[config.mk]
export PLATFORM = sky130hd
export DESIGN_NAME = canFaultMonitor
export DESIGN_NICKNAME = d
export VERILOG_FILES = /design/src/rtl/canFmPkg.sv /design/src/rtl/canFmCtrl.sv /design/src/rtl/canFmRegs.sv /design/src/rtl/canFaultMonitor.sv
export SDC_FILE = /design/constraint.sdc
export NUM_CORES = 1
export LEC_CHECK = 0
export CORE_ASPECT_RATIO = 1.2
export CORE_MARGIN = 3
export CORE_UTILIZATION = 35
export DETAILED_ROUTE_END_ITERATION = 8
export DONT_BUFFER_PORTS = 1
export SLEW_MARGIN = 20
export SYNTH_ARGS = -nofsm -noshare
export SYNTH_HDL_FRONTEND = slang
export SYNTH_SLANG_ARGS = --single-unit
[constraint.sdc]
create_clock -name clk -period 1.26 [get_ports clk]
set_input_delay 0.252 -clock clk [delete_from_list [all_inputs] [get_ports clk]]
set_output_delay 0.252 -clock clk [all_outputs]
set_load 0.02 [all_outputs]
[src/rtl/canFmPkg.sv]
package canFmPkg;

  typedef enum logic [1:0] {
    ST_ACTIVE  = 2'd0,
    ST_WARN    = 2'd1,
    ST_PASSIVE = 2'd2,
    ST_BUSOFF  = 2'd3
  } faultState_e;

  // Strobes from the state control to the register datapath
  typedef struct packed {
    logic enterBusOff;
    logic enterPassive;
    logic enterWarn;
    logic isBusOff;
    logic isPassive;
    logic isWarn;
  } ctrlStrobes_t;

  localparam int NUM_FLAG     = 3;
  localparam int CAUSE_LSB    = 19;
  localparam int STATE_LSB    = 16;
  localparam int FLAG_LSB     = 8;
  localparam int EN_LINE0     = 0;
  localparam int EN_LINE1     = 1;
  localparam int ROUTE_LINE1  = 2;

  localparam logic [1:0] SEL_STATUS = 2'd0;
  localparam logic [1:0] SEL_FLAGS  = 2'd1;
  localparam logic [1:0] SEL_MASK   = 2'd2;

endpackage

[src/rtl/canFmCtrl.sv]
module canFmCtrl
  import canFmPkg::*;
#(
  parameter int CNT_W       = 9,
  parameter int WARN_LIM    = 96,
  parameter int PASSIVE_LIM = 128,
  parameter int BUSOFF_LIM  = 256
) (
  input  logic             clk,
  input  logic             rstN,
  input  logic [CNT_W-1:0] txCnt,
  input  logic [CNT_W-1:0] rxCnt,
  output ctrlStrobes_t     strobes
);

  localparam int WIDE_W = CNT_W + 1;
  localparam logic [WIDE_W-1:0] WARN_V    = WIDE_W'(WARN_LIM);
  localparam logic [WIDE_W-1:0] PASSIVE_V = WIDE_W'(PASSIVE_LIM);
  localparam logic [WIDE_W-1:0] BUSOFF_V  = WIDE_W'(BUSOFF_LIM);

  logic [WIDE_W-1:0] txWide, rxWide;
  logic overWarn, overPassive, overBusOff;
  faultState_e stateQ, stateNext;

  assign txWide = {1'b0, txCnt};
  assign rxWide = {1'b0, rxCnt};

  // Threshold decode; only the transmit counter can force bus-off
  always_comb begin
    overBusOff  = (txWide >= BUSOFF_V);
    overPassive = (txWide >= PASSIVE_V) || (rxWide >= PASSIVE_V);
    overWarn    = (txWide >= WARN_V) || (rxWide >= WARN_V);
    if (overBusOff)       stateNext = ST_BUSOFF;
    else if (overPassive) stateNext = ST_PASSIVE;
    else if (overWarn)    stateNext = ST_WARN;
    else                  stateNext = ST_ACTIVE;
  end

  always_ff @(posedge clk or negedge rstN) begin
    if (!rstN) stateQ <= ST_ACTIVE;
    else       stateQ <= stateNext;
  end

  always_comb begin
    strobes              = '0;
    strobes.enterWarn    = (stateNext == ST_WARN)    && (stateQ != ST_WARN);
    strobes.enterPassive = (stateNext == ST_PASSIVE) && (stateQ != ST_PASSIVE);
    strobes.enterBusOff  = (stateNext == ST_BUSOFF)  && (stateQ != ST_BUSOFF);
    strobes.isWarn       = (stateQ == ST_WARN);
    strobes.isPassive    = (stateQ == ST_PASSIVE);
    strobes.isBusOff     = (stateQ == ST_BUSOFF);
  end

  // transmit counter at the bus-off limit wins over every other state
  a_r4_busoff_priority: assert property (@(posedge clk) disable iff (!rstN)
    (txWide >= BUSOFF_V) |=> strobes.isBusOff);

  // a high receive counter alone never leads to bus-off
  a_r10_rx_gives_passive: assert property (@(posedge clk) disable iff (!rstN)
    ((txWide < BUSOFF_V) && (rxWide >= BUSOFF_V)) |=> strobes.isPassive);

  // an entry strobe cannot repeat on the following edge
  a_r6_entry_once: assert property (@(posedge clk) disable iff (!rstN)
    strobes.enterBusOff |=> !strobes.enterBusOff);

endmodule

[src/rtl/canFmRegs.sv]
module canFmRegs
  import canFmPkg::*;
#(
  parameter int REG_W     = 32,
  parameter int NUM_CAUSE = 6
) (
  input  logic                 clk,
  input  logic                 rstN,
  input  ctrlStrobes_t         strobes,
  input  logic [NUM_CAUSE-1:0] evtPulse,
  input  logic                 wrEn,
  input  logic [1:0]           wrSel,
  input  logic [REG_W-1:0]     wrData,
  output logic [REG_W-1:0]     statusOut,
  output logic [REG_W-1:0]     flagsOut,
  output logic [REG_W-1:0]     maskOut,
  output logic                 irqLine0,
  output logic                 irqLine1
);

  logic clrStatus, clrFlags, ldMask;
  logic [NUM_CAUSE-1:0] causeQ;
  logic [NUM_FLAG-1:0]  flagQ, flagEnQ, enterVec;
  logic [2:0]           lineCfgQ;
  logic                 irqPending;
  logic                 unusedWrBits;

  assign clrStatus = wrEn && (wrSel == SEL_STATUS);
  assign clrFlags  = wrEn && (wrSel == SEL_FLAGS);
  assign ldMask    = wrEn && (wrSel == SEL_MASK);
  assign enterVec  = {strobes.enterBusOff, strobes.enterPassive, strobes.enterWarn};
  assign unusedWrBits = ^{wrData[REG_W-1:CAUSE_LSB+NUM_CAUSE], wrData[CAUSE_LSB-1:FLAG_LSB+NUM_FLAG],
                          wrData[FLAG_LSB-1:3]};

  // Sticky cause bits: a pulse wins over a clear in the same cycle
  for (genvar gc = 0; gc < NUM_CAUSE; gc++) begin : g_cause
    always_ff @(posedge clk or negedge rstN) begin
      if (!rstN) causeQ[gc] <= 1'b0;
      else       causeQ[gc] <= evtPulse[gc] |
                               (causeQ[gc] & ~(clrStatus & wrData[CAUSE_LSB+gc]));
    end

    // a cause pulse is visible on the next edge
    a_r2_cause_sets: assert property (@(posedge clk) disable iff (!rstN)
      evtPulse[gc] |=> causeQ[gc]);

    // a latched cause holds unless written with 1
    a_r3_cause_holds: assert property (@(posedge clk) disable iff (!rstN)
      (causeQ[gc] && !(clrStatus && wrData[CAUSE_LSB+gc])) |=> causeQ[gc]);
  end

  // Interrupt flags: set on state entry, write-1-to-clear, entry wins
  for (genvar gf = 0; gf < NUM_FLAG; gf++) begin : g_flag
    always_ff @(posedge clk or negedge rstN) begin
      if (!rstN) flagQ[gf] <= 1'b0;
      else       flagQ[gf] <= enterVec[gf] |
                              (flagQ[gf] & ~(clrFlags & wrData[FLAG_LSB+gf]));
    end

    // a flag only rises after an entry strobe
    a_r6_flag_on_entry: assert property (@(posedge clk) disable iff (!rstN)
      $rose(flagQ[gf]) |-> $past(enterVec[gf]));

    // a set flag stays until cleared by a 1
    a_r7_flag_holds: assert property (@(posedge clk) disable iff (!rstN)
      (flagQ[gf] && !(clrFlags && wrData[FLAG_LSB+gf])) |=> flagQ[gf]);
  end

  always_ff @(posedge clk or negedge rstN) begin
    if (!rstN) begin
      flagEnQ  <= '0;
      lineCfgQ <= '0;
    end else if (ldMask) begin
      flagEnQ  <= wrData[FLAG_LSB +: NUM_FLAG];
      lineCfgQ <= wrData[2:0];
    end
  end

  always_comb begin
    statusOut = '0;
    statusOut[CAUSE_LSB +: NUM_CAUSE] = causeQ;
    statusOut[STATE_LSB]   = strobes.isWarn;
    statusOut[STATE_LSB+1] = strobes.isPassive;
    statusOut[STATE_LSB+2] = strobes.isBusOff;
    flagsOut = '0;
    flagsOut[FLAG_LSB +: NUM_FLAG] = flagQ;
    maskOut = '0;
    maskOut[FLAG_LSB +: NUM_FLAG] = flagEnQ;
    maskOut[2:0] = lineCfgQ;
  end

  assign irqPending = |(flagQ & flagEnQ);
  assign irqLine0   = irqPending && !lineCfgQ[ROUTE_LINE1] && lineCfgQ[EN_LINE0];
  assign irqLine1   = irqPending &&  lineCfgQ[ROUTE_LINE1] && lineCfgQ[EN_LINE1];

  // at most one line active, and only with an enabled flag behind it
  a_r9_lines_exclusive: assert property (@(posedge clk) disable iff (!rstN)
    !(irqLine0 && irqLine1));
  a_r9_line_has_source: assert property (@(posedge clk) disable iff (!rstN)
    (irqLine0 || irqLine1) |-> ((flagQ & flagEnQ) != '0));

endmodule

[src/rtl/canFaultMonitor.sv]
module canFaultMonitor
  import canFmPkg::*;
#(
  parameter int CNT_W       = 9,
  parameter int NUM_CAUSE   = 6,
  parameter int REG_W       = 32,
  parameter int WARN_LIM    = 96,
  parameter int PASSIVE_LIM = 128,
  parameter int BUSOFF_LIM  = 256
) (
  input  logic                 clk,
  input  logic                 rstN,
  input  logic [CNT_W-1:0]     txErrCnt,
  input  logic [CNT_W-1:0]     rxErrCnt,
  input  logic [NUM_CAUSE-1:0] errEvt,
  input  logic                 regWrEn,
  input  logic [1:0]           regWrSel,
  input  logic [REG_W-1:0]     regWrData,
  output logic [REG_W-1:0]     statusOut,
  output logic [REG_W-1:0]     flagsOut,
  output logic [REG_W-1:0]     maskOut,
  output logic                 irqLine0,
  output logic                 irqLine1
);

  ctrlStrobes_t strobes;

  canFmCtrl #(
    .CNT_W(CNT_W), .WARN_LIM(WARN_LIM), .PASSIVE_LIM(PASSIVE_LIM), .BUSOFF_LIM(BUSOFF_LIM)
  ) i_ctrl (
    .clk(clk), .rstN(rstN), .txCnt(txErrCnt), .rxCnt(rxErrCnt), .strobes(strobes)
  );

  canFmRegs #(.REG_W(REG_W), .NUM_CAUSE(NUM_CAUSE)) i_regs (
    .clk(clk), .rstN(rstN), .strobes(strobes), .evtPulse(errEvt),
    .wrEn(regWrEn), .wrSel(regWrSel), .wrData(regWrData),
    .statusOut(statusOut), .flagsOut(flagsOut), .maskOut(maskOut),
    .irqLine0(irqLine0), .irqLine1(irqLine1)
  );

endmodule

==> results by group, run 1 <==
Logic synthesis
  – Syn Std Cell Area: 0.001349 mm2
  – Distinct cells, synth: 24
  – Area leader, netlist: buf_4
  – Post-synth top area share: 43.41%
  – Register area share after synthesis: about a third
  – Ranking of synthesized cells by area: buf_4 (43%), dfrtp_1 (32%), mux2_2 (5.0%)
  – Syn Inst Count: 135
  – Yosys Warn Count: 0
  – #FFs+latches synth: 17
  – Synth Area per Inst: 9.991 um2

Drt
  – First-pass iteration count of the detailed router: 4
  – Post-route ant nets: 0
  – Iter 0 DRT Violations: 8
  – Total wire length: 2330 um
  – Drc violations: 0
  – Vias per cell: about 3.8
  – Routed vias: 760
  – Routed len/inst: 11.59 um

Floorplan
  – Initial core utilization: 36.82%
  – Core Region: 0.003664 mm2
  – Core Rows: 24
  – DIE HEIGHT: 74.01 um
  – I/O pins: approximately 160
  – Die X: approximately 63 um
  – Full die area: ~0.0046 mm2

Global route
  – Total track usage: 8.949%
  – Via count of the first global-routing pass: 651
  – Largest net degree at the start of global routing: 18
  – Gr ovfl total: 0
  – First-pass GRT wire length: 3118 um
  – Initial antenna violation count: 0

Clock network
  – Max clock buf depth: 2
  – Root cell of the clock tree: clkbuf_8
  – Total CTS buffers: 3
  – Clk Latency, worst-skew pair: ~0.24 ns
  – Clock slew at reported path FFs: around 0.060 ns
  – H-tree depth: 1
  – CTS tree: built
  – Post_cts resized: 0
  – CTS sink cnt: 17

Min path
  – HP Class: in2reg

STA
  – Slew Viols, Final: 0
  – Hold Violations, Final: 0
  – Final critical-path required period: roughly 1.5 ns
  – Relative slew slack: between 50% and 60%
  – RSZ-0062 raised after global routing: yes
  – Setup ws final: -0.2332 ns
  – Final number of setup-violating endpoints: 2
  – Worst slew pin tran: approximately 0.73 ns
  – Final period utilization: 118.5%
  – F_max: around 0.67 GHz
  – Hold WS: 0.09516 ns
  – Setup TNS Final: -0.4623 ns
  – Layout Skew: roughly 0.00034 ns

Place
  – DP HPWL: slightly below 2000 um
  – Port Buffers: 0
  – Pre-CTS setup slack: between 0.02 and 0.025 ns
  – Final estimated routing congestion in global placement: 0.6413
  – Post-DP Area: 0.001205 mm2
  – Dpl cells: 196

Setup path
  – Data required, critical path: 1.01 ns
  – Worst reg2reg path depth: 2
  – Crit path from: i_regs.flagEnQ[0]$_DFFE_PN0P_
  – Worst r2r src: i_regs.lineCfgQ[2]$_DFFE_PN0P_
  – Worst Path Max Fanout: 2
  – RR Endpoint: i_regs.lineCfgQ[2]$_DFFE_PN0P_
  – Data arrival, critical path: 1.24 ns
  – Worst Setup End Kind: primary output
  – CP endpoint: irqLine0
  – CP startpoint kind: flip-flop
  – Reg-to-reg slack, setup: between 0.3 and 0.4 ns
  – Kind of critical path: reg2out

Run
  – Maximum Capacitance Violations: 0

Cells and area
  – Layout Nets: 211
  – Final Util: about a third
  – Ant. Diodes: 0
  – Fin area: 0.001260 mm2
  – Number of fillers in the final layout: 401
  – Area of the multi-input gates: 618.1 um2
  – Post-Layout Cell Count: 201
  – Share of cells above drive strength 1: ~17%
  – Area grow syn2layout: -6.586%
  – Register area: 427.9 um2

Pwr
  – Pwr Density: 1250 mW/mm2
  – VDD IR max: 0.0003947 V
  – Pleak: 0.6201 nW
  – Total power: 1.574 mW

Status
  – Violated checks: negative setup slack
  – Status: complete, but fails checks
==> critical path: stages (launching register included) <==
cell and delay (ns):
dfrtp_2 0.40, a222oi_1 0.35, buf_4 0.18, nor3b_2 0.07
==> cell usage in the layout (no fill, tap or decap), types with 2 or more instances in the layout <==
cell type / count
dfrtp_1: 15
mux2_2: 6
a21o_1: 6
clkbuf_8: 3
conb_1: 78
dfrtp_2: 2
buf_4: 11
nand4bb_1: 6
inv_1: 3
nand4b_1: 2
==> power breakdown <==
group	internal, mW	switching [mW]	total, mW
logic	0.149	0.384	0.533
registers	0.607	0.0422	0.650
clock network	0.224	0.168	0.392
total	0.980	0.594	1.57
==> synth_stat cells <==
library cell,count
o2bb2ai_1,1
a21o_1,6
nand2_1,1
and2_1,1
a32o_1,1
mux2_2,6
nor2b_1,1
nand4bb_1,6
o21ai_0,1
dfrtp_1,17
nor3b_1,1
nand4b_1,2
buf_2,1
or4_4,1
a222oi_1,1
inv_1,3
nand2b_1,1
nor2_1,1
and4b_1,1
a22oi_1,1
o32ai_2,1
buf_4,78
conb_1,1
nand3b_1,1
==> flip-flops by register name, indices dropped and copies added (netlist names) <==
register          flops
i_regs.flagEnQ        3
i_regs.statusOut      6
i_regs.lineCfgQ       3
i_regs.flagsOut       3
i_ctrl.stateQ         2
==> layout make-up <==
type                       instances  area share, %
sequential                        17          33.96
tap                               52          5.164
clock buffer                       4          3.575
timing repair buffer              12          7.349
inverter                           3         0.8937
multi-input combinational        113          49.06
==> kinds of logic after synthesis <==
kind of cell / synth area share [%]
flops: 31.54
simple gates: 10.95
mux: 5.009
buf+inv: 44.62
other cells: 0.2780
compound gates: 7.607
==> timing repair <==
item / CTS / global route
setup buffers: 0 / 0
endpoints found under the setup margin: 2 / 2
endpoints found under the hold margin: 17 / 0
hold buffers: 1 / 0
==> layer usage <==
metal | up-vias | routed length (um) | GRT usage (%)
li1 | 324 | - | -
met1 | 358 | 700 | 8.184
met2 | 74 | 1200 | 16.23
met3 | 4 | 399 | 4.532
met4 | 0 | 29 | 5.147
met5 | - | 0 | 0
==> how the worst min path moves through the flow <==
stage                          from                              to  slack (ns)  depth (start not counted)
final                     errEvt[0]  i_regs.statusOut[19]$_DFF_PN0_         0.1                          1
after detailed placement       rstN  i_regs.statusOut[21]$_DFF_PN0_       -0.04                          0
after global routing      errEvt[5]  i_regs.statusOut[24]$_DFF_PN0_        0.08                          1
after floorplan                rstN      i_ctrl.stateQ[0]$_DFF_PN0_       -0.04                          0
after global placement         rstN  i_regs.statusOut[21]$_DFF_PN0_       -0.04                          0
after CTS                 errEvt[2]  i_regs.statusOut[21]$_DFF_PN0_        0.09                          1
(Power assumes the default switching activity.)
==> run 2, diff against run 1 <==
Settings changed: GPL_TIMING_DRIVEN set to 1, SLEW_MARGIN 20 to 15.
==> results of run 2 <==
Final layout, timing and power as in run 1 (identical DEF).
